==> src/rtl/rtc_trim_pkg.sv <==
package rtc_trim_pkg;

    // Kind of correction applied to the current second
    typedef enum logic [1:0] {
        ADJ_NONE   = 2'd0,
        ADJ_BLANK  = 2'd1,
        ADJ_INSERT = 2'd2
    } adj_mode_e;

endpackage

==> src/rtl/rtc_trim_sched.sv <==
// Seconds-in-minute and minute-in-cycle counters; decides whether the
// current second is one that receives a trim.
module rtc_trim_sched
    import rtc_trim_pkg::*;
#(
    parameter int CAL_W       = 5,
    parameter int SEC_PER_MIN = 60
) (
    input  logic             clk,
    input  logic             rst_n,
    input  logic             sec_wrap_i,
    input  logic             cal_sign_i,
    input  logic [CAL_W-1:0] cal_mag_i,
    output adj_mode_e        adj_mode_o
);
    localparam int MIN_W = CAL_W + 1;
    localparam int SEC_W = (SEC_PER_MIN > 2) ? $clog2(SEC_PER_MIN) : 1;
    localparam logic [SEC_W-1:0] SEC_LAST = SEC_W'(SEC_PER_MIN - 1);

    typedef struct packed {
        logic [SEC_W-1:0] sec;
        logic [MIN_W-1:0] mins;
    } sched_t;

    sched_t st_d, st_q;
    logic   in_window;

    always_comb begin
        st_d = st_q;
        if (sec_wrap_i) begin
            if (st_q.sec == SEC_LAST) begin
                st_d.sec  = '0;
                st_d.mins = st_q.mins + 1'b1;
            end else begin
                st_d.sec = st_q.sec + 1'b1;
            end
        end
        // 2*N minutes are trimmed: compare against the magnitude shifted left
        in_window = (st_q.sec == '0) && (st_q.mins < {cal_mag_i, 1'b0});
        if (!in_window)      adj_mode_o = ADJ_NONE;
        else if (cal_sign_i) adj_mode_o = ADJ_INSERT;
        else                 adj_mode_o = ADJ_BLANK;
    end

    always_ff @(posedge clk or negedge rst_n) begin
        if (!rst_n) st_q <= '0;
        else        st_q <= st_d;
    end

endmodule

==> src/rtl/rtc_trim_prescale.sv <==
// Low divider stage with enable withholding, plus the untrimmed
// square-wave counter.
module rtc_trim_prescale #(
    parameter int LOW_W = 8,
    parameter int FT_W  = 6
) (
    input  logic clk,
    input  logic rst_n,
    input  logic clr_i,
    input  logic step_i,
    input  logic blank_req_i,
    input  logic sec_wrap_i,
    output logic low_wrap_o,
    output logic sq_level_o
);
    localparam int BLANK_N = 2 ** (LOW_W - 1);
    localparam logic [LOW_W-1:0] BLANK_LIM = LOW_W'(BLANK_N);

    typedef struct packed {
        logic [LOW_W-1:0] low;
        logic [LOW_W-1:0] blank;
        logic [FT_W-1:0]  sq;
    } pre_t;

    pre_t st_d, st_q;
    logic withhold;
    logic low_adv;

    always_comb begin
        st_d       = st_q;
        withhold   = blank_req_i && (st_q.blank < BLANK_LIM);
        low_adv    = step_i && !withhold;
        low_wrap_o = low_adv && (st_q.low == '1);
        if (clr_i) begin
            st_d = '0;
        end else begin
            if (step_i)             st_d.sq    = st_q.sq + 1'b1;
            if (step_i && withhold) st_d.blank = st_q.blank + 1'b1;
            if (low_adv)            st_d.low   = st_q.low + 1'b1;
            if (sec_wrap_i)         st_d.blank = '0;
        end
        sq_level_o = st_q.sq[FT_W-1];
    end

    always_ff @(posedge clk or negedge rst_n) begin
        if (!rst_n) st_q <= '0;
        else        st_q <= st_d;
    end

endmodule

==> src/rtl/rtc_trim_post.sv <==
// Post stage that counts low-stage wraps into seconds; an insertion
// makes it step by two once in the trimmed second. HIGH_W must be >= 2.
module rtc_trim_post #(
    parameter int HIGH_W = 7
) (
    input  logic clk,
    input  logic rst_n,
    input  logic clr_i,
    input  logic low_wrap_i,
    input  logic ins_req_i,
    output logic sec_wrap_o,
    output logic tick_o
);
    typedef struct packed {
        logic [HIGH_W-1:0] high;
        logic              used;
        logic              tick;
    } post_t;

    post_t st_d, st_q;
    logic  do_ins;

    always_comb begin
        st_d       = st_q;
        do_ins     = low_wrap_i && ins_req_i && !st_q.used && (st_q.high == '0);
        sec_wrap_o = low_wrap_i && (st_q.high == '1);
        st_d.tick  = sec_wrap_o;
        if (clr_i) begin
            st_d.high = '0;
            st_d.used = 1'b0;
        end else if (low_wrap_i) begin
            if (do_ins) begin
                st_d.high = HIGH_W'(2);
                st_d.used = 1'b1;
            end else begin
                st_d.high = st_q.high + 1'b1;
            end
            if (sec_wrap_o) st_d.used = 1'b0;
        end
        tick_o = st_q.tick;
    end

    always_ff @(posedge clk or negedge rst_n) begin
        if (!rst_n) st_q <= '0;
        else        st_q <= st_d;
    end

endmodule

==> src/rtl/rtc_trim_stopflag.sv <==
// Sticky oscillator-stop flag: set on a disable edge or a stalled
// oscillator, cleared only by writing 0.
module rtc_trim_stopflag #(
    parameter int STALL_CYCLES = 4096
) (
    input  logic clk,
    input  logic rst_n,
    input  logic osc_en_i,
    input  logic osc_dis_i,
    input  logic flag_we_i,
    input  logic flag_wdata_i,
    output logic flag_o
);
    localparam int ST_W = $clog2(STALL_CYCLES + 1);
    localparam logic [ST_W-1:0] ST_LAST = ST_W'(STALL_CYCLES - 1);
    localparam logic [ST_W-1:0] ST_MAX  = ST_W'(STALL_CYCLES);

    typedef struct packed {
        logic [ST_W-1:0] idle;
        logic            dis_prev;
        logic            flag;
    } flag_t;

    flag_t st_d, st_q;
    logic  set_ev;

    always_comb begin
        st_d          = st_q;
        set_ev        = osc_dis_i && !st_q.dis_prev;
        st_d.dis_prev = osc_dis_i;
        if (osc_dis_i || osc_en_i) begin
            st_d.idle = '0;
        end else if (st_q.idle < ST_MAX) begin
            st_d.idle = st_q.idle + 1'b1;
            if (st_q.idle == ST_LAST) set_ev = 1'b1;
        end
        if (set_ev)                         st_d.flag = 1'b1;
        else if (flag_we_i && !flag_wdata_i) st_d.flag = 1'b0;
        flag_o = st_q.flag;
    end

    always_ff @(posedge clk or negedge rst_n) begin
        if (!rst_n) begin
            st_q      <= '0;
            st_q.flag <= 1'b1;
        end else begin
            st_q <= st_d;
        end
    end

endmodule

==> src/rtl/rtc_trim_divider.sv <==
module rtc_trim_divider
    import rtc_trim_pkg::*;
#(
    parameter int LOW_W        = 8,
    parameter int HIGH_W       = 7,
    parameter int FT_W         = 6,
    parameter int CAL_W        = 5,
    parameter int SEC_PER_MIN  = 60,
    parameter int STALL_CYCLES = 4096
) (
    input  logic             clk,
    input  logic             rst_n,
    input  logic             osc_en,
    input  logic             osc_dis,
    input  logic             div_rst,
    input  logic             cal_sign,
    input  logic [CAL_W-1:0] cal_mag,
    input  logic             sq_sel,
    input  logic             static_level,
    input  logic             flag_we,
    input  logic             flag_wdata,
    output logic             tick_1hz,
    output logic             test_pin,
    output logic             stop_flag
);
    typedef struct packed {
        logic pin;
    } top_t;

    top_t      st_d, st_q;
    logic      step;
    logic      low_wrap;
    logic      sec_wrap;
    logic      sq_level;
    adj_mode_e adj_mode;

    assign step = osc_en && !osc_dis && !div_rst;

    rtc_trim_sched #(
        .CAL_W       (CAL_W),
        .SEC_PER_MIN (SEC_PER_MIN)
    ) u_sched (
        .clk        (clk),
        .rst_n      (rst_n),
        .sec_wrap_i (sec_wrap),
        .cal_sign_i (cal_sign),
        .cal_mag_i  (cal_mag),
        .adj_mode_o (adj_mode)
    );

    rtc_trim_prescale #(
        .LOW_W (LOW_W),
        .FT_W  (FT_W)
    ) u_pre (
        .clk         (clk),
        .rst_n       (rst_n),
        .clr_i       (div_rst),
        .step_i      (step),
        .blank_req_i (adj_mode == ADJ_BLANK),
        .sec_wrap_i  (sec_wrap),
        .low_wrap_o  (low_wrap),
        .sq_level_o  (sq_level)
    );

    rtc_trim_post #(
        .HIGH_W (HIGH_W)
    ) u_post (
        .clk        (clk),
        .rst_n      (rst_n),
        .clr_i      (div_rst),
        .low_wrap_i (low_wrap),
        .ins_req_i  (adj_mode == ADJ_INSERT),
        .sec_wrap_o (sec_wrap),
        .tick_o     (tick_1hz)
    );

    rtc_trim_stopflag #(
        .STALL_CYCLES (STALL_CYCLES)
    ) u_flag (
        .clk          (clk),
        .rst_n        (rst_n),
        .osc_en_i     (osc_en),
        .osc_dis_i    (osc_dis),
        .flag_we_i    (flag_we),
        .flag_wdata_i (flag_wdata),
        .flag_o       (stop_flag)
    );

    always_comb begin
        st_d.pin = sq_sel ? sq_level : static_level;
        test_pin = st_q.pin;
    end

    always_ff @(posedge clk or negedge rst_n) begin
        if (!rst_n) st_q.pin <= 1'b1;
        else        st_q     <= st_d;
    end

endmodule

==> config.mk <==
export PLATFORM = sky130hd
export DESIGN_NAME = rtc_trim_divider
export DESIGN_NICKNAME = d
export VERILOG_FILES = /design/src/rtl/rtc_trim_pkg.sv /design/src/rtl/rtc_trim_sched.sv /design/src/rtl/rtc_trim_prescale.sv /design/src/rtl/rtc_trim_post.sv /design/src/rtl/rtc_trim_stopflag.sv /design/src/rtl/rtc_trim_divider.sv
export SDC_FILE = /design/constraint.sdc
export NUM_CORES = 1
export LEC_CHECK = 0
export ABC_CLOCK_PERIOD_IN_PS = 3300
export CAP_MARGIN = 5
export CORE_ASPECT_RATIO = 0.8
export CORE_MARGIN = 2
export CORE_UTILIZATION = 59
export CTS_BUF_LIST = sky130_fd_sc_hd__clkbuf_4
export CTS_CLUSTER_SIZE = 28
export DETAILED_ROUTE_END_ITERATION = 10
export DONT_BUFFER_PORTS = 1
export GPL_ROUTABILITY_DRIVEN = 0
export PLACE_DENSITY_LB_ADDON = 0.2
export SLEW_MARGIN = 20
export SYNTH_ARGS = -nofsm -noshare
export SYNTH_HDL_FRONTEND = slang
export SYNTH_HIERARCHICAL = 1
export SYNTH_SLANG_ARGS = --single-unit
==> constraint.sdc <==
create_clock -name clk -period 3.3 [get_ports clk]
set_input_delay 0.33 -clock clk [delete_from_list [all_inputs] [get_ports clk]]
set_output_delay 0.33 -clock clk [all_outputs]
set_load 0.01 [all_outputs]
==> impl_metrics.yaml, run 1 <==
critical_path:
  critPathLaunchType: "flip-flop"
  r2r-end: "u_sched/st_q[11]"
  cp-startpoint: "u_sched/st_q[5]"
  rr_startpoint: "u_sched/st_q[5]"
  crit_end: "u_sched/st_q[11]"
  cpPeakStageDelay_ns: 0.41
  critPathArrivalTime_ns: 3.39
  reg2reg_slack_ns: 0.24
  worstSetupPathType: "reg -> reg"
  crit_required_ns: 3.63
  worstSetupEndpointType: "flip-flop"
  critPathMaxFanout: 7
  cp_cell_sequence: "ha_1 > a211oi_2 > nand3_1 > a21oi_2 > nor2b_1 > nor2b_2 > nor4_2 > and2_1 > nand3_2 > nor2_2 > and2_4 > nand4_1 > or3_1 > a21oi_1"
  rr_worst_depth: 14
  cp_slowest_cell: "dfrtp_1"
timing:
  finalHoldViolations: 0
  fmax_mhz: 327
  drv_slew: 0
  maxSlewHeadroom_pct: 51.7
  setup_viol: 0
  max_slew.worst_pin.slew_ns: 0.722
  finalClockSkew_ns: 0.00891
  post-route-period-util_pct: 92.6
  fin_setup_tns_ns: 0
  min_period_ns: 3.06
  rsz0062_at_grt: "false"
route:
  vias: 2306
  avgRoutedWirePerCell_um: 15.3
  drtPass1Iterations: 7
  drc: 2
  drtAntennaViolNets: 0
  detail_route.iter0.violations: 172
  avgViaCountPerCell: 5.96
  drt-total-wl_mm: 5.91
grt:
  grt_max_degree: 60
  grt_util_met3_pct: 7.26
  grt_pass1_vias: 2291
  grt_use_met2_pct: 32.8
  gr-usage-met1_pct: 32.1
  grt_usage_pct: 22.4
  overflow: 0
  grt_pass1_wl_mm: 10.6
  busiest_layer: "met2"
  antenna_found_initial: 0
final_layout:
  multiInputGateArea_um2: 1600
  area_delta_synth_final_pct: 11.3
  diodes: 0
  layout.cells.most_common: "dfrtp_1"
  layout.nets: 348
  fin_util_pct: 68.9
  final_cell_mix: "dfrtp_1, nor2_1, nand2_1, a21oi_1, xor2_1"
  drive_above_1_share_pct: 16.3
  fillers: 375
  final-seq-area_um2: 1480
yosys:
  yosysSeqAreaShare_pct: 46.9
  synth_cells: 308
  synth_fp_nets: 336
  yosysWarnings: 6
  synth-async-reset-ratio_pct: 100
  synth_cell_type_count: 54
  synth_edf_count: 0
  synth_ff_type: "dfrtp_1"
  syn_area_per_cell_um2: 10.2
  synth-seq-cells: 59
  netlist_area_um2: 3150
clocking:
  clock-sinks: 59
  htreeDepth: 3
  cts_max_path_buffers: 2
  cts_buffers: 9
  cts_root_buffer: "clkbuf_4"
  clk_latency_ns: 0.40
  cts_tree: "done"
  clk_pin_slew_ns: 0.10
status:
  violations: "DRC"
  status: "complete, but fails checks"
pwr:
  peakVddDrop_mv: 0.288
  p_leak_nw: 1.61
  p_per_area_nw_per_um2: 411
die:
  dieHeight_um: 69.4
  ios: 18
  rows: 23
  coreArea_um2: 5090
  initial_core_util_pct: 61.9
  dieWidth_um: 85.7
  die_area_um2: 5950
placement:
  port_buffers: 0
  dp_hpwl_mm: 4.04
worst_hold_path:
  hold_path.class: "in -> reg"
job:
  cap_violations: 0
-- Yosys cell counts (all sizes together), types with 3 or more instances --
cell type  instances  area share, %
a211oi             3           0.71
a21oi             20            3.2
buf                5           0.99
clkbuf             5           0.63
dfrtp             57             45
ha                13            5.2
inv               15            1.8
mux2               6            2.3
mux2i              3           0.95
nand2             22            2.7
nand2b             3           0.60
nand3              9            1.4
nand4             10            2.0
nand4b             6            2.8
nor2              24            3.1
nor2b              8            1.7
nor3               7            1.1
nor4               8            2.3
o21ai             14            2.2
o31ai              6            1.4
or3               11            2.2
or4                6            1.4
xnor2              3           0.83
xor2              18            5.0
-- layer usage --
| metal | part of all wire [%] | vias up |
|---|---|---|
| li1 | - | 1141 |
| met1 | 49 | 1115 |
| met2 | 46 | 40 |
| met3 | 3.9 | 10 |
| met4 | 1.4 | 0 |
| met5 | 0 | - |
-- state kept, by name, indices dropped and copies added, names as in the netlist --
| register | count |
|---|---|
| u_flag/flag_o | 1 |
| u_pre/sq_level_o | 1 |
| u_pre/st_q | 21 |
| test_pin | 1 |
| u_flag/st_q | 14 |
| u_post/st_q | 8 |
| u_post/tick_o | 1 |
| u_sched/st_q | 12 |
-- layout make-up --
class / count / share of cell area [%]
inverter: 15 / 1.60
sequential: 59 / 42.2
tap: 62 / 2.21
clock buffer: 9 / 1.93
timing repair buffer: 11 / 3.14
clock inverter: 7 / 3.28
multi-input combinational: 224 / 45.7
-- what timing repair did --
action / CTS / global route
buffers inserted: 0 / 2
gates resized for setup: 0 / 5
endpoints found under the setup margin: 0 / 8
endpoints found under the hold margin: 78 / 0
hold buffers: 4 / 0
-- how the worst min path moves through the flow --
stage	cells after the start	endpoint	slack (ns)	from
after floorplan	0	u_flag/st_q[10]	0.03	rst_n
after global placement	0	u_pre/st_q[9]	0.04	rst_n
after detailed placement	0	u_pre/st_q[11]	0.04	rst_n
after CTS	2	u_pre/st_q[13]	0.05	div_rst
after global routing	1	test_pin	0.03	static_level
final	2	u_pre/st_q[13]	0.06	div_rst
-- through the flow --
stage / std cells / hold WS, ns / cell area (µm²) / worst slack [ns] / total power [mW]
2_1_floorplan: 308 / 0.0344 / 3180 / 0.00769 / 0.775
3_3_place_gp: 365 / 0.0356 / 3230 / 0.255 / 0.774
3_5_place_dp: 365 / 0.0357 / 3230 / 0.0957 / 0.776
4_1_cts: 385 / 0.0455 / 3470 / 0.0747 / 1.46
5_1_grt: 387 / 0.0320 / 3510 / 0.0148 / 1.50
6_report: 387 / 0.0637 / 3510 / 0.244 / 1.44
-- report_power, final --
group          switching (mW)  total, mW  internal (mW)  leakage (nW)
combinational          0.0327     0.0509         0.0182         0.704
sequential            0.00556      0.735          0.730         0.808
clock                   0.275      0.657          0.382        0.0940
-- worst max-delay path, delay by kind of cell, from the launching register on --
family | cells | cell delay [ns]
DFF | 1 | 0.41
AOI/OAI and AO/OA | 3 | 0.54
and+or+nand+nor | 10 | 1.71
adders and majority gates | 1 | 0.32
-- kinds of logic (layout without fill, tap and decap cells) --
logic type	Yosys count	count (layout)	share of synthesized area, %
simple gates	127	127	24.7
xor+xnor	21	21	5.83
flops	59	59	46.9
compound gates	54	54	10.8
mux	9	9	3.21
buf+inv	25	42	3.41
fa+ha+maj	13	13	5.16
No activity file was read; power rests on OpenSTA's default activity.
==> inputs of run 2 (changes only) <==
CORE_ASPECT_RATIO = not set   (was 0.8)
==> run 2 against run 1 <==
Against the previous run:
- the flow now finishes without violations
- setup slack worse by 0.011 ns
- first-iteration DRC count down 8.7%
- sequential power about the same
- combinational power down 0.8%
- cell count up 2.1%
- flip-flop and latch count unchanged
- die area about the same
- total power down 17%
- sequential share of layout area up 1.0 points
- fmax down 0.37%
- count of clock-buffer cells in the layout up 3
- register-to-register slack about the same
- critical path type unchanged
- largest cell class unchanged
- largest power group unchanged
==> impl_metrics.yaml, run 2 (synthesis results as in run 1) <==
status:
  status: "completed"
final_layout:
  drive_above_1_share_pct: 14.8
  diodes: 0
  area_delta_synth_final_pct: 8.65
  layout.cells.non_filler: 395
  layout.cells.most_common: "dfrtp_1"
  largest_register: "u_pre/st_q"
  largest_reg_flops: 21
  fillers: 429
  layout.nets: 348
  reg.largest.list: "u_pre/st_q: 21 flops, u_flag/st_q: 14 flops, u_sched/st_q: 12 flops"
  final_cell_mix: "dfrtp_1, nor2_1, nand2_1, a21oi_1, xor2_1"
clocking:
  clk_latency_ns: 0.39
  cts_buffers: 9
  cts_max_path_buffers: 2
  clock-sinks: 59
  cts_root_buffer: "clkbuf_4"
  cts_tree: "done"
  clk_pin_slew_ns: 0.10
  htreeDepth: 3
die:
  coreArea_um2: 5140
  initial_core_util_pct: 61.3
  dieHeight_um: 77.1
  rows: 26
  dieWidth_um: 77.1
  die_area_um2: 5950
  ios: 18
critical_path:
  rr_worst_depth: 14
  worstSetupPathType: "reg -> reg"
  cp-startpoint: "u_sched/st_q[5]"
  critPathMaxFanout: 6
  critPathLaunchType: "flip-flop"
  rr_startpoint: "u_sched/st_q[5]"
  critPathArrivalTime_ns: 3.35
  worstSetupEndpointType: "flip-flop"
  crit_required_ns: 3.58
timing:
  finalHoldViolations: 0
  max_slew.worst_pin.slew_ns: 0.725
  drv_slew: 0
  maxSlewHeadroom_pct: 51.5
  fin_setup_tns_ns: 0
  finalClockSkew_ns: 0.00843
  fmax_mhz: 326
  setup_viol: 0
  rsz0062_at_grt: "false"
  post-route-period-util_pct: 92.9
  min_period_ns: 3.07
grt:
  grt_max_degree: 60
  grt_pass1_vias: 2292
  antenna_found_initial: 0
  grt_pass1_wl_mm: 10.5
  overflow: 0
  grt_usage_pct: 22.0
worst_hold_path:
  min_path_cells: 2
  hold_start: "div_rst"
  hold_path.class: "in -> reg"
route:
  drc: 0
  drtAntennaViolNets: 0
  drtPass1Iterations: 4
  avgRoutedWirePerCell_um: 14.8
  vias: 2310
  drt-total-wl_mm: 5.86
  detail_route.iter0.violations: 157
  avgViaCountPerCell: 5.85
placement:
  dp_hpwl_mm: 3.96
  dp_cells: 374
  port_buffers: 0
pwr:
  p_leak_nw: 1.58
  peakVddDrop_mv: 0.227
  p_per_area_nw_per_um2: 351
job:
  cap_violations: 0
-- run 2: changes by cell type in the layout (fill, tap and decap cells not counted), sizes merged --
| cell | previous run | this run |
|---|---|---|
| clkbuf | 9 | 12 |
| inv | 16 | 15 |
| clkinv | 2 | 4 |
| clkinvlp | 1 | 0 |
| bufinv | 3 | 0 |
-- run 2: timing repair --
action / 4_1_cts / 5_1_grt
buffers inserted: 0 / 1
endpoints found under the setup margin: 0 / 2
resized for setup: 0 / 1
hold buffers: 4 / 0
endpoints found under the hold margin: 78 / 0
-- run 2: final timing paths --
path | end | slack [ns]
max reg2reg | u_sched/st_q[1] | 0.23
max | u_sched/st_q[1] | 0.23
max in group asynchronous | test_pin | 2.55
min in group asynchronous | u_sched/st_q[4] | 0.46
min | u_pre/st_q[13] | 0.1
min reg2reg | u_sched/st_q[5] | 0.51
-- run 2: final cells by class --
| class | count | area [µm²] | share of cell area [%] |
|---|---|---|---|
| multi-input combinational | 224 | 1590 | 46.3 |
| sequential | 59 | 1480 | 43.2 |
| timing repair buffer | 11 | 110 | 3.21 |
| clock buffer | 12 | 90.1 | 2.63 |
| tap | 70 | 87.6 | 2.56 |
| inverter | 15 | 56.3 | 1.64 |
| clock inverter | 4 | 17.5 | 0.511 |
-- run 2: critical path, stage by stage, from the launching register on --
cell and delay [ns]:
dfrtp_1 0.41, ha_1 0.31, a211oi_2 0.25, nand3_1 0.10, a21oi_1 0.17, nor2b_1 0.08, nor2b_2 0.16, nor4_1 0.24
and2_1 0.18, nand3_1 0.10, nor2_1 0.14, and2_4 0.21, nand2_4 0.10, nor2_4 0.16, mux2_2 0.35
-- run 2: routing by layer --
metal / GRT usage [%] / vias up / wire length (µm)
li1: - / 1142 / -
met1: 30.8 / 1124 / 2950
met2: 32.9 / 33 / 2650
met3: 3.76 / 11 / 155
met4: 11.3 / 0 / 108
met5: 0 / - / 0
-- run 2: power breakdown --
part | internal, mW | switching [mW] | total, mW
clock | 0.174 | 0.243 | 0.416
combinational | 0.0181 | 0.0324 | 0.0505
sequential | 0.729 | 0.00565 | 0.735
total | 0.921 | 0.281 | 1.20
-- run 2: through the flow --
step	power, mW	util [%]	area (µm²)	setup slack, ns	hold slack (ns)
2_1_floorplan	0.775	-	3180	0.00769	0.0344
3_3_place_gp	0.775	63.2	3250	0.302	0.0356
3_5_place_dp	0.777	63.2	3250	0.213	0.0357
4_1_cts	1.22	66.4	3410	0.180	0.0728
5_1_grt	1.26	66.7	3430	0.0414	0.0704
6_report	1.20	66.7	3430	0.233	0.0965
==> inputs of run 3 (changes only) <==
RECOVER_POWER = 25   (was not set)
==> run 3 against run 2 <==
Against the previous run:
- final area down 0.66%
- flip-flop and latch count unchanged
- critical endpoint is now u_sched/st_q[5]
- clock skew is 0.0018 ns higher
- highest routed layer unchanged
- core utilization fell by 0.44 points
- critical path type unchanged
- sequential power hardly changed
- total power decreased by 0.25%
- register-to-register slack about the same
==> impl_metrics.yaml, run 3 (synthesis results as in run 1) <==
status:
  status: "completed"
final_layout:
  layout.nets: 348
  fillers: 432
  drive_above_1_share_pct: 14.8
  final_cell_mix: "dfrtp_1, nor2_1, nand2_1, a21oi_1, xor2_1"
  largest_reg_flops: 21
  layout.cells.most_common: "dfrtp_1"
  area_delta_synth_final_pct: 7.94
  reg.largest.list: "u_pre/st_q: 21 flops, u_flag/st_q: 14 flops, u_sched/st_q: 12 flops"
  largest_register: "u_pre/st_q"
  diodes: 0
timing:
  maxSlewHeadroom_pct: 5.32
  drv_slew: 0
  setup_viol: 0
  finalHoldViolations: 0
  min_period_ns: 3.07
  finalClockSkew_ns: 0.0102
  post-route-period-util_pct: 93.1
  rsz0062_at_grt: "false"
  fin_setup_tns_ns: 0
  fmax_mhz: 326
  max_slew.worst_pin.slew_ns: 1.42
  hold_slack_ns: 0.0957
grt:
  grt_usage_pct: 22.0
  grt_pass1_vias: 2292
  overflow: 0
  antenna_found_initial: 0
  grt_pass1_wl_mm: 10.5
  grt_max_degree: 60
die:
  die_area_um2: 5950
  dieHeight_um: 77.1
  initial_core_util_pct: 61.3
  ios: 18
  rows: 26
  dieWidth_um: 77.1
  coreArea_um2: 5140
pwr:
  p_per_area_nw_per_um2: 352
  total_power_mw: 1.20
  p_leak_nw: 1.57
  peakVddDrop_mv: 0.226
critical_path:
  worstSetupPathType: "reg -> reg"
  rr_startpoint: "u_sched/st_q[5]"
  rr_worst_depth: 14
  crit_end: "u_sched/st_q[5]"
  worstSetupEndpointType: "flip-flop"
  critPathArrivalTime_ns: 3.37
  crit_required_ns: 3.60
  critPathMaxFanout: 6
  critPathLaunchType: "flip-flop"
  cp_slowest_cell: "dfrtp_1"
  reg2reg_slack_ns: 0.23
  r2r-end: "u_sched/st_q[5]"
  cp_cell_sequence: "ha_1 > a211oi_2 > nand3_1 > a21oi_1 > nor2b_1 > nor2b_2 > nor4_1 > and2_1 > nand3_1 > nor2_1 > and2_4 > nand2_4 > nor4_4 > xor2_1"
  cpPeakStageDelay_ns: 0.41
  cp-startpoint: "u_sched/st_q[5]"
  critPathMostFrequentCell: "nand3_1"
route:
  detail_route.iter0.violations: 173
  drtPass1Iterations: 4
  drt-total-wl_mm: 5.89
  drtAntennaViolNets: 0
  avgViaCountPerCell: 5.84
  vias: 2307
  avgRoutedWirePerCell_um: 14.9
  drc: 0
job:
  cap_violations: 0
clocking:
  clock-sinks: 59
  clk_latency_ns: 0.39
  cts_buffers: 9
  htreeDepth: 3
  cts_max_path_buffers: 2
  cts_tree: "done"
  clk_pin_slew_ns: 0.09
  cts_root_buffer: "clkbuf_4"
placement:
  dp_hpwl_mm: 3.96
  port_buffers: 0
worst_hold_path:
  hold_path.class: "in -> reg"
-- run 3: worst max-delay path, delay by kind of cell (launching register included) --
family                     cells  cell delay, ns
and+or+nand+nor               10            1.63
AOI/OAI and AO/OA              2            0.43
DFF                            1            0.41
adders and majority gates      1            0.31
xor gates and xnor gates       1            0.21
-- run 3: final cells by class --
| class | count | area [µm²] | share of cell area (%) |
|---|---|---|---|
| clock buffers | 12 | 90.1 | 2.65 |
| clock inverters | 4 | 17.5 | 0.515 |
| inverters | 15 | 56.3 | 1.65 |
| multi-input cells | 224 | 1590 | 46.6 |
| flip-flops and latches | 59 | 1480 | 43.5 |
| well taps | 70 | 87.6 | 2.57 |
| repair buffers | 11 | 87.6 | 2.57 |
-- run 3: how the worst min path moves through the flow --
stage                             from               to  slack [ns]  cells past startpoint
final                          div_rst   u_pre/st_q[13]         0.1                      2
after CTS                      div_rst   u_pre/st_q[13]        0.07                      2
after global routing      static_level         test_pin        0.07                      1
after floorplan                  rst_n  u_flag/st_q[10]        0.03                      0
after detailed placement         rst_n  u_sched/st_q[3]        0.04                      0
after global placement           rst_n  u_sched/st_q[3]        0.04                      0
-- run 3: what timing repair did --
action | CTS | global route
resized for setup | 0 | 1
endpoints found under the setup margin | 0 | 2
endpoints found under the hold margin | 78 | 0
buffers inserted | 0 | 1
hold buffers | 4 | 0
-- run 3: layer usage --
metal  vias up  global-route usage, %  share of wire, %
met1      1122                   30.8                49
met2        33                   32.9                46
li1       1141                      -                 -
met5         -                      0                 0
met3        11                   3.76               2.9
met4         0                   11.3               1.8
-- run 3: per-stage QoR --
stage / area (µm²) / utilization, % / instances / setup slack (ns)
6_report: 3400 / 66.2 / 395 / 0.229
5_1_grt: 3400 / 66.2 / 395 / 0.0414
4_1_cts: 3410 / 66.4 / 394 / 0.180
3_5_place_dp: 3250 / 63.2 / 374 / 0.213
3_3_place_gp: 3250 / 63.2 / 374 / 0.302
2_1_floorplan: 3180 / - / 308 / 0.00769
-- run 3: where the power goes --
part           switching [mW]  internal [mW]
clock network           0.243          0.174
registers             0.00566          0.729
logic                  0.0320         0.0150
total                   0.281          0.918
